File: config.mk
export PLATFORM = sky130hd
export DESIGN_NAME = thermal_watch
export DESIGN_NICKNAME = d
export VERILOG_FILES = /design/src/rtl/thermal_watch_pkg.sv /design/src/rtl/thr_regs.sv /design/src/rtl/interval_timer.sv /design/src/rtl/alarm_eval.sv /design/src/rtl/thermal_watch.sv
export SDC_FILE = /design/constraint.sdc
export NUM_CORES = 1
export LEC_CHECK = 0
export ABC_AREA = 1
export BUFFER_PORTS_ARGS = -buffer_cell sky130_fd_sc_hd__clkbuf_2
export CORE_AREA = 5 5 121 123
export DETAILED_ROUTE_END_ITERATION = 7
export DIE_AREA = 0 0 126 128
export PLACE_DENSITY_LB_ADDON = 0.2
export SKIP_LAST_GASP = 1
export SYNTH_ARGS = -nofsm -noshare
export SYNTH_HDL_FRONTEND = slang
export SYNTH_SLANG_ARGS = --single-unit
File: constraint.sdc
create_clock -name clk -period 6.4 [get_ports clk]
set_input_delay 0 -clock clk [delete_from_list [all_inputs] [get_ports clk]]
set_output_delay 0 -clock clk [all_outputs]
set_load 0.02 [all_outputs]
File: src/rtl/thermal_watch_pkg.sv
package thermal_watch_pkg;
  typedef enum logic [1:0] {
    SEL_LO   = 2'd0,
    SEL_HI   = 2'd1,
    SEL_HYST = 2'd2,
    SEL_NONE = 2'd3
  } thr_sel_e;

  typedef enum logic [1:0] {
    ST_IDLE,
    ST_PICK,
    ST_REQ,
    ST_WAIT
  } scan_state_e;
endpackage

File: src/rtl/thr_regs.sv
module thr_regs
  import thermal_watch_pkg::*;
#(
  parameter int NUM_CH = 4,
  parameter int TW     = 8,
  parameter int LIMIT  = 130,
  localparam int CH_W  = $clog2(NUM_CH)
) (
  input  logic            clk,
  input  logic            rst_n,
  input  logic            wr_en,
  input  logic [CH_W-1:0] wr_ch,
  input  logic [1:0]      wr_sel,
  input  logic [TW-1:0]   wr_data,
  input  logic [CH_W-1:0] rd_ch,
  input  logic [1:0]      rd_sel,
  output logic [TW-1:0]   rd_data,
  output logic [TW-1:0]   lo_q   [NUM_CH],
  output logic [TW-1:0]   hi_q   [NUM_CH],
  output logic [TW-1:0]   hyst_q [NUM_CH],
  output logic            any_active
);
  localparam logic [TW-1:0] CAP = TW'(LIMIT);

  logic [TW-1:0] wr_clamped;
  assign wr_clamped = (wr_data > CAP) ? CAP : wr_data;

  for (genvar g = 0; g < NUM_CH; g++) begin : g_ch
    always_ff @(posedge clk) begin
      if (!rst_n) begin
        lo_q[g]   <= '0;
        hi_q[g]   <= '0;
        hyst_q[g] <= '0;
      end else if (wr_en && wr_ch == CH_W'(g)) begin
        case (thr_sel_e'(wr_sel))
          SEL_LO:   lo_q[g]   <= wr_clamped;
          SEL_HI:   hi_q[g]   <= wr_clamped;
          SEL_HYST: hyst_q[g] <= wr_clamped;
          default:  ;
        endcase
      end
    end
  end

  always_comb begin
    case (thr_sel_e'(rd_sel))
      SEL_LO:   rd_data = lo_q[rd_ch];
      SEL_HI:   rd_data = hi_q[rd_ch];
      SEL_HYST: rd_data = hyst_q[rd_ch];
      default:  rd_data = '0;
    endcase
  end

  always_comb begin
    any_active = 1'b0;
    for (int i = 0; i < NUM_CH; i++)
      if (lo_q[i] != '0 || hi_q[i] != '0) any_active = 1'b1;
  end
endmodule

File: src/rtl/interval_timer.sv
module interval_timer #(
  parameter int CNT_W = 16
) (
  input  logic             clk,
  input  logic             rst_n,
  input  logic             run,
  input  logic             hold,
  input  logic [CNT_W-1:0] period,
  output logic             tick
);
  logic [CNT_W-1:0] cnt_q;
  logic [CNT_W-1:0] last;

  assign last = (period == '0) ? '0 : period - CNT_W'(1);
  assign tick = run && !hold && (cnt_q >= last);

  always_ff @(posedge clk) begin
    if (!rst_n || !run)  cnt_q <= '0;
    else if (!hold)      cnt_q <= (cnt_q >= last) ? '0 : cnt_q + CNT_W'(1);
  end
endmodule

File: src/rtl/alarm_eval.sv
module alarm_eval #(
  parameter int TW = 8
) (
  input  logic [TW-1:0] temp,
  input  logic [TW-1:0] lo,
  input  logic [TW-1:0] hi,
  input  logic [TW-1:0] hyst,
  input  logic          cur_lo,
  input  logic          cur_hi,
  output logic          nxt_lo,
  output logic          nxt_hi
);
  logic signed [TW+1:0] clear_pt;
  logic signed [TW+1:0] temp_s;

  assign clear_pt = $signed({2'b00, hi}) - $signed({2'b00, hyst});
  assign temp_s   = $signed({2'b00, temp});

  always_comb begin
    nxt_lo = cur_lo;
    if (lo != '0) nxt_lo = (temp < lo);
    nxt_hi = cur_hi;
    if (hi != '0) begin
      if (temp > hi)               nxt_hi = 1'b1;
      else if (temp_s < clear_pt)  nxt_hi = 1'b0;
    end
  end
endmodule

File: src/rtl/thermal_watch.sv
module thermal_watch
  import thermal_watch_pkg::*;
#(
  parameter int NUM_CH    = 4,
  parameter int TW        = 8,
  parameter int CNT_W     = 16,
  parameter int LIMIT     = 130,
  parameter int FAIL_CODE = 150,
  localparam int CH_W     = $clog2(NUM_CH)
) (
  input  logic              clk,
  input  logic              rst_n,
  input  logic              suspend,
  input  logic [CNT_W-1:0]  interval,
  input  logic              wr_en,
  input  logic [CH_W-1:0]   wr_ch,
  input  logic [1:0]        wr_sel,
  input  logic [TW-1:0]     wr_data,
  input  logic [CH_W-1:0]   rd_ch,
  input  logic [1:0]        rd_sel,
  output logic [TW-1:0]     rd_data,
  output logic              req_valid,
  input  logic              req_ready,
  output logic [CH_W-1:0]   req_ch,
  input  logic              rsp_valid,
  output logic              rsp_ready,
  input  logic [TW-1:0]     rsp_temp,
  input  logic              rsp_err,
  output logic [NUM_CH-1:0] min_alarm,
  output logic [NUM_CH-1:0] max_alarm,
  output logic [NUM_CH-1:0] min_note,
  output logic [NUM_CH-1:0] max_note
);
  localparam logic [CH_W-1:0] LAST_CH = CH_W'(NUM_CH - 1);

  logic [TW-1:0] lo_q [NUM_CH];
  logic [TW-1:0] hi_q [NUM_CH];
  logic [TW-1:0] hyst_q [NUM_CH];
  logic          any_active, tick;

  scan_state_e     state_q;
  logic [CH_W-1:0] cur_q;
  logic            eligible, failed, nxt_lo, nxt_hi;

  thr_regs #(.NUM_CH(NUM_CH), .TW(TW), .LIMIT(LIMIT)) u_regs (
    .clk(clk), .rst_n(rst_n), .wr_en(wr_en), .wr_ch(wr_ch), .wr_sel(wr_sel),
    .wr_data(wr_data), .rd_ch(rd_ch), .rd_sel(rd_sel), .rd_data(rd_data),
    .lo_q(lo_q), .hi_q(hi_q), .hyst_q(hyst_q), .any_active(any_active)
  );

  interval_timer #(.CNT_W(CNT_W)) u_timer (
    .clk(clk), .rst_n(rst_n), .run(any_active), .hold(suspend),
    .period(interval), .tick(tick)
  );

  alarm_eval #(.TW(TW)) u_eval (
    .temp(rsp_temp), .lo(lo_q[cur_q]), .hi(hi_q[cur_q]), .hyst(hyst_q[cur_q]),
    .cur_lo(min_alarm[cur_q]), .cur_hi(max_alarm[cur_q]),
    .nxt_lo(nxt_lo), .nxt_hi(nxt_hi)
  );

  assign eligible  = (lo_q[cur_q] != '0 || hi_q[cur_q] != '0) &&
                     !(hi_q[cur_q] < lo_q[cur_q]);
  assign failed    = rsp_err || (rsp_temp == TW'(FAIL_CODE));
  assign req_valid = (state_q == ST_REQ);
  assign req_ch    = cur_q;
  assign rsp_ready = (state_q == ST_WAIT);

  always_ff @(posedge clk) begin
    if (!rst_n) begin
      state_q   <= ST_IDLE;
      cur_q     <= '0;
      min_alarm <= '0;
      max_alarm <= '0;
      min_note  <= '0;
      max_note  <= '0;
    end else begin
      min_note <= '0;
      max_note <= '0;
      case (state_q)
        ST_IDLE: if (tick) begin
          cur_q   <= '0;
          state_q <= ST_PICK;
        end
        ST_PICK: begin
          if (eligible)              state_q <= ST_REQ;
          else if (cur_q == LAST_CH) state_q <= ST_IDLE;
          else                       cur_q   <= cur_q + CH_W'(1);
        end
        ST_REQ: if (req_ready) state_q <= ST_WAIT;
        ST_WAIT: if (rsp_valid) begin
          if (!failed) begin
            min_alarm[cur_q] <= nxt_lo;
            max_alarm[cur_q] <= nxt_hi;
            min_note[cur_q]  <= nxt_lo ^ min_alarm[cur_q];
            max_note[cur_q]  <= nxt_hi ^ max_alarm[cur_q];
          end
          if (cur_q == LAST_CH) state_q <= ST_IDLE;
          else begin
            cur_q   <= cur_q + CH_W'(1);
            state_q <= ST_PICK;
          end
        end
        default: state_q <= ST_IDLE;
      endcase
    end
  end
endmodule

==> results.py, run 1 <==
metrics = {
    "outcome": {
        "status": "finished clean",
    },
    "drt": {
        "num_vias": 9126,
        "viasPerCell": 5.938,
        "wl_per_cell_um": 16.35,
        "drt-total-wl_um": 25140,
        "dr.pass1.iters": 6,
        "ant_nets": 0,
        "drt_iter0_drc": 1211,
        "drc": 0,
    },
    "worst_setup_path": {
        "startpoint_type": "flip-flop",
        "r2r-start": "req_ch[0]$_SDFFE_PN0P_",
        "rr_worst_depth": 20,
        "cp_slowest_cell": "buf_4",
        "reg2reg_to": "max_note[3]$_SDFF_PP0_",
        "critical_path_arrival_ns": 4.74,
        "crit_chain": "buf_4, inv_2, nand2_1, o211ai_1, nand2_1, inv_1, ha_1, a21oi_1, nand2_1, a21oi_1, o21ai_0, a21o_1, a21oi_1, xor2_1, ha_1, a21oi_1, nand2_1, nor2_1, nand3_1, a21oi_1",
        "r2r_slack_ns": 2.02,
        "slowest_delay_ns": 0.57,
        "critPathKind": "flip-flop to flip-flop",
        "cp-end-kind": "flip-flop",
        "cpMostUsedCell": "a21oi_1",
        "worstPathRequired_ns": 6.76,
        "worstPathMaxFanout": 75,
    },
    "cts": {
        "cts.clk_slew.worst_paths_ns": 0.06,
        "clk_path_buf_depth": 2,
        "cts-buffers-inserted": 17,
        "cts_sinks": 132,
        "post-cts-setup-buffers": 0,
        "holdBufCountCts": 5,
        "cts_tree": "built",
        "cts-root-buf": "clkbuf_16",
        "ctsResizeCount": 0,
        "clkLatencyLatePin_ns": 0.43,
        "cts_max_level": 4,
    },
    "hold_path": {
        "min_path_cells": 5,
        "worstHoldStart": "rsp_err",
        "whs_endpoint": "min_alarm[3]$_SDFFE_PN0P_",
        "hp-class": "input pin to flip-flop",
    },
    "global_route": {
        "grt_first_pass_wirelength_um": 40620,
        "antenna_found_initial": 0,
        "grt_max_degree": 95,
        "grt_pass1_vias": 8283,
        "track_usage_pct": 31.11,
        "grt_overflow_total": 0,
    },
    "final_layout": {
        "drive_gt1_share_pct": 9.948,
        "nets": 1453,
        "area_growth_syn_to_layout_pct": 11.50,
        "nFillCells": 1170,
        "diodes": 0,
        "utilization_pct": 71.33,
    },
    "run": {
        "maxCapViolCount": 0,
    },
    "floorplanning": {
        "core_um2": 13560,
        "die_area_um2": 16130,
        "chipWidth_um": 126,
        "initial_core_util_pct": 63.97,
        "std_cell_rows": 43,
        "die_h_um": 128,
        "io_pins": 75,
    },
    "timing": {
        "rsz0062_at_grt": "no",
        "tightest_slew_ns": 0.9814,
        "finalHoldViolCount": 0,
        "fin_tns_setup_ns": 0,
        "clock.fmax_mhz": 228.2,
        "drv_slew": 0,
        "setup_viol": 0,
        "fin_crit_sh_pct": 68.47,
        "period_needed_ns": 4.382,
        "slew_headroom_pct": 34.33,
        "finalClockSkew_ns": 0.007765,
    },
    "logic_synthesis": {
        "ys_seq_elements": 132,
        "postSynthCellCount": 1307,
        "synth_compound_area_share_pct": 26.27,
        "synth-simple-area-share_pct": 21.77,
        "syn_area_per_cell_um2": 6.636,
        "yosysSeqAreaShare_pct": 30.47,
        "synthXorXnorAreaFrac_pct": 1.919,
        "yosysUniqueCellTypes": 46,
        "yosys_warnings": 0,
        "syn_nets": 1415,
        "synth_top_family_by_area": "compound AO/OA/AOI/OAI gates",
        "synthAdderAreaFrac_pct": 8.886,
        "muxShareOfSynthArea_pct": 0,
        "syn_area_um2": 8673,
    },
    "pwr": {
        "p_leak_nw": 4.409,
        "irDropWorstVdd_mv": 0.1982,
        "power_density_nw_per_um2": 332.9,
    },
    "place": {
        "hpwl_um": 17990,
        "gp_congestion": 0.9703,
        "io_buffers": 74,
    },
}
-- Yosys cell counts (all sizes together) --
cell type	instances	area [um2]
a21oi	192	972.2
nand4	20	131.4
ha	60	750.7
a21boi	8	60.06
nor3b	4	35.03
o21a	1	7.510
o21ai	200	1008
a31oi	2	12.51
nand2	208	793.3
nand3	57	295.3
o22ai	2	12.51
nor4	3	31.28
a221o	8	80.08
xor2	13	113.9
a211oi	1	7.510
o211ai	6	45.04
clkinv	3	11.26
dfxtp	132	2643
nor3	21	116.4
a21o	4	30.03
inv	164	615.6
or2	6	37.54
clkbuf	47	176.4
nor2	113	426.7
fa	1	20.02
nand2b	1	6.260
buf	18	123.9
o41ai	1	16.27
a32oi	2	17.52
a211o	1	8.760
nand3b	2	15.01
xnor2	6	52.55
-- metal layers --
layer	global-route usage [%]	share of wire (%)	up-vias
met3	7.125	9.3	85
li1	-	-	4465
met1	39.66	41	4086
met5	0	0	-
met2	51.27	46	490
met4	12.43	3.6	0
-- logic make-up (layout without fill, tap and decap cells) --
| family | count (synthesis) | count (layout) |
|---|---|---|
| buffers and inverters | 232 | 282 |
| adder cells (fa/ha/maj) | 61 | 61 |
| flip-flops | 132 | 132 |
| AND/OR/NAND/NOR | 435 | 435 |
| AO/OA/AOI/OAI | 428 | 428 |
| XOR/XNOR | 19 | 19 |
-- placed cells by master, fill, tap and decap left out, drive strengths merged, types with 4 or more instances in the layout --
master,count
nand4,20
inv,164
nor3,21
xnor2,6
a21boi,8
ha,60
a21o,4
nand2,208
clkbuf,98
nand3,57
buf,5
o211ai,6
nor3b,4
dlygate4sd3,5
o21ai,200
xor2,13
a21oi,192
a221o,8
or2,6
dfxtp,132
clkinv,4
nor2,113
-- worst max-delay path by stage --
stage	slack [ns]	startpoint	end
3_5_place_dp	2.21	req_ch[0]$_SDFFE_PN0P_	max_note[3]$_SDFF_PP0_
3_3_place_gp	2.33	req_ch[0]$_SDFFE_PN0P_	max_note[0]$_SDFF_PP0_
4_1_cts	2.10	req_ch[0]$_SDFFE_PN0P_	max_note[3]$_SDFF_PP0_
5_1_grt	1.65	req_ch[0]$_SDFFE_PN0P_	max_note[2]$_SDFF_PP0_
2_1_floorplan	2.71	req_ch[0]$_SDFFE_PN0P_	max_note[3]$_SDFF_PP0_
6_report	2.02	req_ch[0]$_SDFFE_PN0P_	max_note[3]$_SDFF_PP0_
-- power breakdown --
part	total, W	switching [W]	internal, W
clock network	0.00101	0.000361	0.000652
logic	0.00134	0.000870	0.000470
registers	0.000866	0.0000199	0.000846
-- worst max-delay path, delay by kind of cell (launching register included) --
kind / cells / cell delay [ns]
AO/OA/AOI/OAI: 8 / 1.23
buffers and inverters: 3 / 1.15
AND/OR/NAND/NOR: 6 / 0.80
adder cells (fa/ha/maj): 2 / 0.62
flip-flops: 1 / 0.31
XOR/XNOR: 1 / 0.17
-- registers in the layout, summed over array words and instances, names as in the netlist, named ones only --
signal / flops
u_regs.hi_q: 32
u_regs.hyst_q: 32
u_regs.lo_q: 32
u_timer.cnt_q: 16
max_alarm: 4
max_note: 4
min_alarm: 4
min_note: 4
req_ch: 2
state_q: 1
-- per-stage QoR --
stage	cell area, um2	total power [W]	setup slack (ns)	hold slack (ns)	instances
final	9671	0.003219	2.018	0.02202	1537
after global routing	9671	0.003454	1.651	0.04019	1537
after CTS	9671	0.003203	2.102	0.003097	1537
after detailed placement	9007	0.002183	2.206	0.3402	1501
after global placement	9007	0.002146	2.329	0.3178	1501
after floorplan	8673	0.001914	2.705	0.1375	1307
-- area by class of cell --
class                      instances  area (um2)  area share [%]
clock inverter                     7       121.4           1.255
tap                              180       225.2           2.329
timing repair buffer              84       457.9           4.735
clock buffer                      24       491.7           5.085
sequential                       132        2644           27.34
inverter                         167       626.9           6.482
multi-input combinational        943        5104           52.78
Note: power is estimated with default switching activity, not from simulation.
==> run 2: changes to the inputs <==
--- a/config.mk
+++ b/config.mk
@@ -5,11 +5,11 @@
 export SDC_FILE = /design/constraint.sdc
 export NUM_CORES = 1
 export LEC_CHECK = 0
-export ABC_AREA = 1
+export ABC_AREA = 0
 export BUFFER_PORTS_ARGS = -buffer_cell sky130_fd_sc_hd__clkbuf_2
-export CORE_AREA = 5 5 121 123
+export CORE_AREA = 5 5 125 127
 export DETAILED_ROUTE_END_ITERATION = 7
-export DIE_AREA = 0 0 126 128
+export DIE_AREA = 0 0 130 132
 export PLACE_DENSITY_LB_ADDON = 0.2
 export SKIP_LAST_GASP = 1
 export SYNTH_ARGS = -nofsm -noshare
==> constraint.sdc (replaced) <==
create_clock -name clk -period 4.45 [get_ports clk]
set_input_delay 0 -clock clk [delete_from_list [all_inputs] [get_ports clk]]
set_output_delay 0 -clock clk [all_outputs]
set_load 0.02 [all_outputs]
==> results.py, run 2 <==
metrics = {
    "worst_setup_path": {
        "cpMostUsedCell": "a21oi_1",
        "worstPathMaxFanout": 14,
        "r2r-start": "req_ch[0]$_SDFFE_PN0P_",
        "critPathKind": "flip-flop to flip-flop",
        "cp-end-kind": "flip-flop",
        "crit_buf_inv": 1,
        "critical_path_arrival_ns": 4.37,
        "crit_path_start": "req_ch[0]$_SDFFE_PN0P_",
        "slowest_delay_ns": 0.60,
        "path_delay_family": "compound AO/OA/AOI/OAI gates",
        "startpoint_type": "flip-flop",
        "cp_slowest_cell": "mux4_2",
        "r2r_slack_ns": 0.39,
        "worstPathRequired_ns": 4.76,
        "crit_chain": "buf_6, mux4_2, fa_1, a21o_1, a21oi_1, nand2b_1, nand2b_1, a21oi_1, xor2_1, ha_1, and4_1, o21ai_0, a21oi_1, a2111oi_2, a21oi_1, nor2_2, a21oi_1",
    },
    "drt": {
        "drt-total-wl_um": 21550,
        "drc": 0,
        "viasPerCell": 6.029,
        "dr.pass1.iters": 7,
        "wl_per_cell_um": 18.69,
        "drt_iter0_drc": 520,
        "ant_nets": 0,
        "num_vias": 6952,
    },
    "logic_synthesis": {
        "yosysSeqAreaShare_pct": 30.99,
        "synth_common_cells": "132 x dfxtp_1, 106 x nand2_1, 75 x mux2i_1",
        "ys.flop_type": "dfxtp_1",
        "async_flop_share_pct": 0,
        "syn_nets": 1005,
        "syn_area_um2": 8528,
        "synth.most_common_cell": "dfxtp_1",
        "synth_top_area_share_pct": 30.99,
        "syn_area_per_cell_um2": 9.507,
        "synth-edff-count": 0,
        "ys_seq_elements": 132,
        "yosysUniqueCellTypes": 56,
        "yosys-top-cells-area": "dfxtp_1 31%, mux4_2 12%, ha_1 8.8%",
        "yosys_warnings": 0,
        "synth_top_area_cell": "dfxtp_1",
        "postSynthCellCount": 897,
    },
    "pwr": {
        "p_leak_nw": 3.873,
        "irDropWorstVdd_mv": 0.2757,
        "power_density_nw_per_um2": 307.5,
    },
    "global_route": {
        "grt_pass1_vias": 6626,
        "grt_first_pass_wirelength_um": 34650,
        "antenna_found_initial": 0,
        "grt_max_degree": 93,
        "grt_overflow_total": 0,
        "track_usage_pct": 25.67,
    },
    "cts": {
        "cts_tree": "built",
        "cts-root-buf": "clkbuf_16",
        "cts.clk_slew.worst_paths_ns": 0.06,
        "post-cts-setup-buffers": 0,
        "clkLatencyLatePin_ns": 0.43,
        "clk_path_buf_depth": 2,
        "cts_sinks": 132,
        "cts_max_level": 4,
        "cts-buffers-inserted": 17,
    },
    "outcome": {
        "status": "finished clean",
    },
    "final_layout": {
        "area_growth_syn_to_layout_pct": 13.48,
        "reg_top3": "u_regs.hi_q (32), u_regs.hyst_q (32), u_regs.lo_q (32)",
        "drive_gt1_share_pct": 17.23,
        "utilization_pct": 67.61,
        "layout.cells.most_common": "dfxtp_1",
        "nFillCells": 1148,
        "postLayoutCellArea_um2": 9678,
        "layout_common_cells": "131 x dfxtp_1, 106 x nand2_1, 75 x mux2i_1",
        "diodes": 0,
        "nets": 1064,
    },
    "timing": {
        "period_needed_ns": 4.057,
        "tightest_slew_ns": 1.165,
        "fin_tns_setup_ns": 0,
        "rsz0062_at_grt": "no",
        "slew_headroom_pct": 22.07,
        "finalHoldViolCount": 0,
        "fin_crit_sh_pct": 91.18,
        "setup_viol": 0,
        "clock.fmax_mhz": 246.5,
        "finalClockSkew_ns": 0.008104,
        "drv_slew": 0,
        "whs_ns": 0.09283,
    },
    "floorplanning": {
        "std_cell_rows": 44,
        "die_area_um2": 17160,
        "core_um2": 14310,
        "initial_core_util_pct": 59.58,
        "chipWidth_um": 130,
        "io_pins": 75,
        "die_h_um": 132,
    },
    "hold_path": {
        "hp-class": "input pin to flip-flop",
        "worstHoldStart": "wr_data[7]",
    },
    "place": {
        "dpl_cell_area_um2": 8984,
        "gp_congestion": 0.9059,
        "io_buffers": 74,
        "hpwl_um": 15760,
    },
    "run": {
        "maxCapViolCount": 0,
    },
}
run 2: final timing paths:
check                                      end  cells past startpoint
hold / removal    u_regs.lo_q[15]$_SDFFE_PN0P_                      3
setup reg to reg     max_alarm[0]$_SDFFE_PN0P_                     17
setup / recovery     max_alarm[0]$_SDFFE_PN0P_                     17
hold reg to reg    u_regs.lo_q[4]$_SDFFE_PN0P_                      2
run 2: what timing repair did:
action / CTS / global route
endpoints found under the setup margin: 0 / 8
resized for setup: 0 / 4
hold buffers: 5 / 0
hold endpoints to repair: 8 / 0
run 2: final cells by class:
| type | instances | area [um2] | area share [%] |
|---|---|---|---|
| Clock buffer | 18 | 429.2 | 4.434 |
| Clock inverter | 14 | 202.7 | 2.094 |
| Inverter | 45 | 168.9 | 1.745 |
| Multi-Input combinational cell | 674 | 5527 | 57.10 |
| Sequential cell | 132 | 2644 | 27.32 |
| Tap cell | 184 | 230.2 | 2.379 |
| Timing Repair Buffer | 86 | 476.7 | 4.926 |
run 2: routing by layer:
layer / GRT usage, % / routed length [um]
met1: 35.56 / 9324
met2: 39.80 / 10080
met3: 6.118 / 1615
met4: 8.025 / 528
met5: 0 / 0
run 2: cells by family after synthesis:
| kind of cell | after synthesis | synth area share (%) |
|---|---|---|
| xor gates and xnor gates | 34 | 3.492 |
| and+or+nand+nor | 333 | 20.45 |
| muxes | 125 | 22.05 |
| DFF | 132 | 30.99 |
| adders and majority gates | 61 | 9.038 |
| AOI/OAI and AO/OA | 121 | 9.669 |
| buffers and inverters | 91 | 4.313 |
run 2: through the flow:
step                      instances  power [W]  worst slack (ns)
after global placement         1116   0.001486            0.2069
after CTS                      1153   0.002987           0.04155
final                          1153   0.002976            0.3926
after global routing           1153   0.003077           0.03467
after detailed placement       1116   0.001489            0.1225
after floorplan                 897   0.001410           0.02289
run 2: tightest hold or removal path, delay by kind of cell:
| family | cells | cell delay, ns |
|---|---|---|
| buf+inv | 1 | 0.26 |
| simple gates | 1 | 0.12 |
| compound gates | 1 | 0.07 |
run 2: report_power, final:
group | total (W) | switching (W) | leakage (nW) | internal [W]
combinational | 0.000271 | 0.000155 | 2.51 | 0.000116
clock | 0.00150 | 0.000558 | 0.294 | 0.000944
sequential | 0.00120 | 0.0000115 | 1.06 | 0.00119
